### src/rtl/framed_link_rx.sv
module framed_link_rx #(
  parameter int WORD_W      = 16,
  parameter int TAG_W       = 4,
  parameter int FLUSH_MIN   = 16,
  parameter int WD_W        = 16,
  parameter int SYNC_STAGES = 2
) (
  input  logic              clk,
  input  logic              rst_n,
  input  logic              soft_rst,
  input  logic              link_clk,
  input  logic              link_dat,
  input  logic              ping_wd_en,
  input  logic [WD_W-1:0]   ping_period,
  input  logic              frame_wd_en,
  input  logic [WD_W-1:0]   frame_period,
  output logic              frame_done,
  output logic [3:0]        rx_type,
  output logic [TAG_W-1:0]  rx_tag,
  output logic [WORD_W-1:0] rx_word0,
  output logic [WORD_W-1:0] rx_word1,
  output logic              type_err,
  output logic              crc_err,
  output logic              ping_to,
  output logic              frame_to,
  output logic              core_err
);
  localparam int DMAX = 2 * WORD_W;
  localparam int CW   = $clog2(DMAX + 1);
  localparam int OW   = $clog2(FLUSH_MIN + 1);
  localparam logic [3:0] T_PING = 4'd1, T_ONE = 4'd2, T_TWO = 4'd3;

  typedef enum logic [2:0] {S_SYNC, S_IDLE, S_TYPE, S_TAG, S_DATA, S_CRC, S_ERR} st_t;
  st_t st;

  logic [SYNC_STAGES:0]   ck_sr;
  logic [SYNC_STAGES-1:0] dt_sr;
  logic [OW-1:0]          ones;
  logic [3:0]             hunt, typ;
  logic [TAG_W-1:0]       tag;
  logic [DMAX-1:0]        dsr;
  logic [7:0]             crc, crx;
  logic [CW-1:0]          cnt;
  logic [WD_W-1:0]        fwd, pwd;

  wire bv  = ck_sr[SYNC_STAGES-1] & ~ck_sr[SYNC_STAGES];
  wire bit_in = dt_sr[SYNC_STAGES-1];
  wire in_frame = (st == S_TYPE) || (st == S_TAG) || (st == S_DATA) || (st == S_CRC);
  wire live = in_frame || (st == S_IDLE);
  wire [CW-1:0] dlast = (typ == T_TWO) ? CW'(DMAX - 1) : CW'(WORD_W - 1);
  wire [3:0] typ_n = {typ[2:0], bit_in};
  wire [7:0] crc_n = {crc[6:0], 1'b0} ^ ((crc[7] ^ bit_in) ? 8'h07 : 8'h00);
  wire f_hit = frame_wd_en && in_frame && ({1'b0, fwd} + 1'b1 >= {1'b0, frame_period});
  wire p_hit = ping_wd_en && live && ({1'b0, pwd} + 1'b1 >= {1'b0, ping_period});

  always_ff @(posedge clk or negedge rst_n) begin
    if (!rst_n) begin
      ck_sr <= '0;
      dt_sr <= '0;
    end else begin
      ck_sr <= {ck_sr[SYNC_STAGES-1:0], link_clk};
      dt_sr <= {dt_sr[SYNC_STAGES-2:0], link_dat};
    end
  end

  always_ff @(posedge clk or negedge rst_n) begin
    if (!rst_n) begin
      st <= S_SYNC; ones <= '0; hunt <= '0; typ <= '0; tag <= '0; dsr <= '0;
      crc <= '0; crx <= '0; cnt <= '0; fwd <= '0; pwd <= '0;
      frame_done <= 1'b0; rx_type <= '0; rx_tag <= '0; rx_word0 <= '0; rx_word1 <= '0;
      type_err <= 1'b0; crc_err <= 1'b0; ping_to <= 1'b0; frame_to <= 1'b0; core_err <= 1'b0;
    end else if (soft_rst) begin
      st <= S_SYNC; ones <= '0; hunt <= '0; cnt <= '0; fwd <= '0; pwd <= '0;
      frame_done <= 1'b0;
      type_err <= 1'b0; crc_err <= 1'b0; ping_to <= 1'b0; frame_to <= 1'b0; core_err <= 1'b0;
    end else begin
      frame_done <= 1'b0;
      fwd <= in_frame ? fwd + 1'b1 : '0;
      pwd <= !live ? '0 : (pwd == '1) ? pwd : pwd + 1'b1;
      if (bv) begin
        case (st)
          S_SYNC: begin
            if (bit_in) begin
              if (ones != OW'(FLUSH_MIN)) ones <= ones + 1'b1;
            end else begin
              if (ones == OW'(FLUSH_MIN)) begin
                st <= S_IDLE;
                hunt <= '0;
              end
              ones <= '0;
            end
          end
          S_IDLE: begin
            hunt <= {hunt[2:0], bit_in};
            if ({hunt[2:0], bit_in} == 4'b1001) begin
              st <= S_TYPE; cnt <= '0; crc <= '0;
            end
          end
          S_TYPE: begin
            typ <= typ_n;
            cnt <= cnt + 1'b1;
            if (cnt == CW'(3)) begin
              cnt <= '0;
              if (typ_n == T_PING || typ_n == T_ONE || typ_n == T_TWO) st <= S_TAG;
              else begin
                type_err <= 1'b1; core_err <= 1'b1; st <= S_ERR;
              end
            end
          end
          S_TAG: begin
            tag <= {tag[TAG_W-2:0], bit_in};
            crc <= crc_n;
            cnt <= cnt + 1'b1;
            if (cnt == CW'(TAG_W - 1)) begin
              cnt <= '0;
              st <= (typ == T_PING) ? S_CRC : S_DATA;
            end
          end
          S_DATA: begin
            dsr <= {dsr[DMAX-2:0], bit_in};
            crc <= crc_n;
            cnt <= cnt + 1'b1;
            if (cnt == dlast) begin
              cnt <= '0;
              st <= S_CRC;
            end
          end
          S_CRC: begin
            crx <= {crx[6:0], bit_in};
            cnt <= cnt + 1'b1;
            if (cnt == CW'(7)) begin
              cnt <= '0;
              if ({crx[6:0], bit_in} == crc) begin
                frame_done <= 1'b1;
                rx_type <= typ;
                rx_tag <= tag;
                rx_word0 <= (typ == T_TWO) ? dsr[DMAX-1:WORD_W] : (typ == T_ONE) ? dsr[WORD_W-1:0] : '0;
                rx_word1 <= (typ == T_TWO) ? dsr[WORD_W-1:0] : '0;
                st <= S_IDLE;
                hunt <= '0;
                pwd <= '0;
              end else begin
                crc_err <= 1'b1; core_err <= 1'b1; st <= S_ERR;
              end
            end
          end
          default: ;
        endcase
      end
      if (f_hit) begin
        frame_to <= 1'b1; core_err <= 1'b1; st <= S_ERR; frame_done <= 1'b0;
      end
      if (p_hit && !(bv && st == S_CRC && cnt == CW'(7) && {crx[6:0], bit_in} == crc)) begin
        ping_to <= 1'b1; core_err <= 1'b1; st <= S_ERR; frame_done <= 1'b0;
      end
    end
  end
endmodule

### config.mk
export PLATFORM = sky130hd
export DESIGN_NAME = framed_link_rx
export DESIGN_NICKNAME = d
export VERILOG_FILES = /design/src/rtl/framed_link_rx.sv
export SDC_FILE = /design/constraint.sdc
export NUM_CORES = 1
export LEC_CHECK = 0
export ABC_AREA = 1
export BUFFER_PORTS_ARGS = -buffer_cell sky130_fd_sc_hd__buf_2
export CAP_MARGIN = 20
export CORE_MARGIN = 3
export CORE_UTILIZATION = 45
export DETAILED_ROUTE_END_ITERATION = 12
export HOLD_SLACK_MARGIN = 0.1
export PLACE_DENSITY_LB_ADDON = 0.3
export SYNTH_ARGS = -nofsm -noshare
export SYNTH_HDL_FRONTEND = slang
export SYNTH_SLANG_ARGS = --single-unit
### constraint.sdc
create_clock -name clk -period 3 [get_ports clk]
set_input_delay 0.9 -clock clk [delete_from_list [all_inputs] [get_ports clk]]
set_output_delay 0.9 -clock clk [all_outputs]
set_load 0.005 [all_outputs]
# Yosys cells after proc, flatten, opt, wreduce, memory -nomap -nowiden
# Index checks and enable logic that the tools add are counted.
# op_classes
addsub,6
mul,0
div,0
order_cmp,2
n_eq_ne,37
n_shift,0
mux,76
n_bitwise,5
n_reduce_logical,45
# ops
cell,n
2-to-1 mux 16 bit,12
2-to-1 mux 3 bit,20
2-to-1 mux 6 bit,6
"adder 16 x 1 -> 17 bit, second input constant",2
>= comparator 17 x 16 -> 1 bit,2
"adder 16 x 1 -> 16 bit, second input constant",2
2-to-1 mux 5 bit,6
2-to-1 mux 1 bit,26
"!= test 5 x 3 -> 1 bit, second input constant",5
one-hot mux 6 bit (4 select lines),1
one-hot mux 3 bit (6 select lines),1
AND reduction 3 bit,6
nonzero test 2 bit,9
"equality test 16 bit, second input constant",1
"equality test 4 x 2 -> 1 bit, second input constant",4
one-hot mux 8 bit (2 select lines),1
"!= test 5 bit, second input constant",3
"!= test 3 x 2 -> 1 bit, second input constant",4
AND reduction 4 bit,3
AND reduction 6 bit,2
"!= test 5 x 4 -> 1 bit, second input constant",2
nonzero test 5 bit,2
one-hot mux 3 bit (3 select lines),1
AND reduction 9 bit,1
29 further kinds,49
# word_totals
register_bits,155
latchBits,0
mem_bits_rw,0
romBits,0
in_bits,39
elab_cells,194
n_memories,0

# Logic depth before layout (Yosys ltp)
# depth
ltp_word,11
ltp_mapped,23
ltp_nobuf,23

# Worst setup path after synthesis
# Ideal clock, no wire load.
# synth_timing
path_kind,register to register
start,register fwd[0]
end,register st[1]
setup_time_ns,0.065
arrival_time_ns,2.705
setup_slack_ns,0.229
path_stages_with_launch,22
path_buffers,0
path_cell_list,dfrtp_1 > ha_1 > nand2_1 > nor2_1 > nand2_1 > nor3_1 > nand2_1 > nor2_1 > xor2_1 > inv_1 > ha_1 > nand2_1 > nand2_1 > a21oi_1 > nand3_1 > nor2_1 > nand2_1 > a21oi_1 > nand3_2 > nand2_1 > nand2_1 > nand2_1
# synth_between
elab_chain_len,6
# synth_rtl
item,line,rtl
"start, declared",44,"logic [WD_W-1:0] fwd, pwd;"
"start signal, assigned",78,fwd <= in_frame ? fwd + 1'b1 : '0;
adder 16 x 1 -> 17 bit (*),53,"wire f_hit = frame_wd_en && in_frame && ({1'b0, fwd} + 1'b1 >= {1'b0, frame_period});"
>= comparator 17 x 16 -> 1 bit (*),53,
logical AND 1 bit (*),53,
branches (longest 3 deep; another with AND reduction 9 bit),n/a,
"end signal, assigned",116,st <= (typ == T_PING) ? S_CRC : S_DATA;
"end, declared",34,st_t st;
# Every way passes the cells marked *.
# A chain may end at the register's enable or synchronous reset.

# Final worst setup path
# layout_timing
start,register fwd[1]
end,register st[1]
# Same word-level chain as after synthesis.

==> impl_metrics.ini <==
[cells_and_area]
final_core_util = 0.5462
areaGrowthSynthToFinish_pct = 17.97
diodes = 0
nNetsFinal = 1131
drive_above_1_share = 0.1942

[floorplanning]
die_h_um = 140.1
start_util = 0.4630
die_x_um = 140.1
num_io_pins = 85
rows = 48
core_um2 = 17480
die-area_um2 = 19630

[clock_tree]
cts_root_buf = clkbuf_16
cts_num_sinks = 155
h-tree-depth = 4
clk_pin_slew_ns = 0.06
insertion_delay_ns = 0.42
clockBufferDepth = 2
cts_tree = done
cts_made_buffers = 17

[routing]
vias = 6416
routedWlPerCell_um = 13.34
first_pass_iters = 4
drt.antenna.violating_nets = 0
postRouteWirelength_mm = 17.23
drt_iter0_drc = 364
drc = 0
vias_per_cell = 4.970

[status]
status = complete, no violations

[global_routing]
grt-ovfl-total = 0
grt_pass1_vias = 6179
grt_max_degree = 65
antenna_found_initial = 0
grt_pass1_wl_mm = 29.45
grt_usage = 0.1810

[yosys]
async_reset_ff_frac = 1.000
synth_common_cells = nand2_1 (213), inv_1 (157), dfrtp_1 (155)
synth_flop_cell = dfrtp_1
synth_area_leaders = dfrtp_1 (48%), nand2_1 (9.9%), inv_1 (7.3%)
synth_nets = 1030
synth.cell_area_um2 = 8092
synth-seq-area-share = 0.4794
synth_most_common_cell = nand2_1
ys_warn_count = 0
synth.distinct_cells = 44
synth_area_leader_cell = dfrtp_1
ys_ff_latch = 155
avgSynthCellArea_um2 = 8.482
synth_edf_count = 0
netlist.area_leader.share = 0.4794
synth_cells = 954

[sta]
period_share = 0.9562
skew_ns = 0.009946
hold_viol = 0
max-slew-margin-rel = 0.4981
finalSetupViolCount = 0
slew_viol_final = 0
rsz0062_at_grt = true
fmax_mhz = 348.6
fin_crit_ns = 2.869
worstMarginPinSlew_ns = 0.7508
timing.final.ws_setup_ns = 0.1313

[setup_path]
cp-startpoint = fwd[1]
critPathSlowestCell = dfrtp_1
cp-start-kind = flop
timing.rr.start = fwd[1]
cp.depth = 21
slowest_delay_ns = 0.36
timing_worst_setup_path_type = reg2reg
critPathRequiredTime_ns = 3.36
cp_cell_sequence = ha_2 > nand2_2 > nor2_4 > nand2_2 > nor3_2 > nand2_1 > nor2_2 > xor2_1 > inv_1 > ha_4 > nand2_2 > nand2_2 > a21oi_2 > nand3_2 > nor2_2 > nand2_2 > a21oi_4 > nand3_4 > nand2_4 > nand2_1 > nand2_1
crit_family = simple AND/OR/NAND/NOR gates
crit_arrival_ns = 3.23
crit_buf_inv = 1
r2r_cells = 21
cp_max_fo = 4
endpoint_kind = flop
crit_top_cell = nand2_2

[placement]
pre_cts_ws_ns = -0.04474
numPortBuffers = 84
hpwlAfterDp_mm = 12.20
place_congestion = 0.8929

[power_and_ir_drop]
total_power_mw = 5.398
leakage_nw = 5.014
ir_drop_uv = 422.1
powerDensity_nw_per_um2 = 565.5

[min_path]
hp-start = ck_sr[0]
whs_path_depth = 0
hold_class = reg2reg

[run]
max_cap_viol_count = 0
## report_power, final
group          switching, mW  internal (mW)
sequential             0.123           2.21
combinational          0.712          0.345
clock                  0.864           1.14
## state kept, by name, summed over array words and instances, names as in the netlist, 6 cells and up
signal    flops
fwd          16
crc           8
rx_word0     16
cnt           6
crx           7
dsr          32
rx_word1     16
pwd          16
## path summary, 6_finish.rpt
path | to | slack [ns]
worst max-delay path | st[1] | 0.13
worst min-delay path | ck_sr[1] | 0.35
worst max register to register | st[1] | 0.13
worst min register to register | ck_sr[1] | 0.35
max in group asynchronous | frame_to | 1.79
min in group asynchronous | rx_tag[1] | 0.43
## logic make-up after synthesis
family / Yosys count / synth area share
adders and majority gates: 37 / 0.05721
muxes: 22 / 0.03386
xor gates and xnor gates: 35 / 0.03789
DFF: 155 / 0.4794
buffers and inverters: 184 / 0.08798
and+or+nand+nor: 371 / 0.1947
AOI/OAI and AO/OA: 150 / 0.1090
## per-stage QoR
step | cells | TNS (ns) | hold WS, ns | area [um2]
CTS | 1287 | 0 | 0.3531 | 9382
floorplan | 954 | 0 | 0.3312 | 8092
global placement | 1257 | 0 | 0.3370 | 8830
finish | 1291 | 0 | 0.3502 | 9545
detailed placement | 1257 | -0.1170 | 0.3379 | 8830
global route | 1291 | -0.3871 | 0.3689 | 9545
## final cells by class
cell class	count	area [um2]
clock inverter	12	116.4
tap	225	281.5
timing repair buffer	103	581.8
inverter	163	616.8
sequential	155	3879
multi-input combinational	615	3641
fill	1606	7931
clock buffer	18	429.2
## repair_timing
action                     in CTS  in global routing
resized for setup               2                 31
setup endpoints to repair       3                  7
pin swaps                       1                 16
buffers inserted                0                  4
hold buffers                    0                  0
## layer usage
metal | global-route usage | routed length [um] | vias up
met5 | 0 | 0 | -
met4 | 0.03621 | 145 | 0
met3 | 0.04370 | 833 | 13
met2 | 0.2917 | 8119 | 135
met1 | 0.2522 | 8128 | 3012
li1 | - | - | 3256
## cell usage in the layout (no fill, tap or decap), drive strengths merged
cell      count
a21o          5
mux2         22
nand3        37
o22ai        16
nand2       215
nand4         7
buf         103
bufinv        1
clkbuf       18
a21oi        30
a31oi         1
and3          1
o32ai         1
o31ai        20
a21boi        1
o211ai        4
dfrtp       155
ha           37
a211oi        1
a32o          1
o41ai         2
a31o          3
xnor2        15
nor3         11
and2          1
xor2         20
nor2         95
clkinv        7
o21ai        65
inv         165
nand3b        1
clkinvlp      2
or2           3
(Power assumes the default switching activity.)
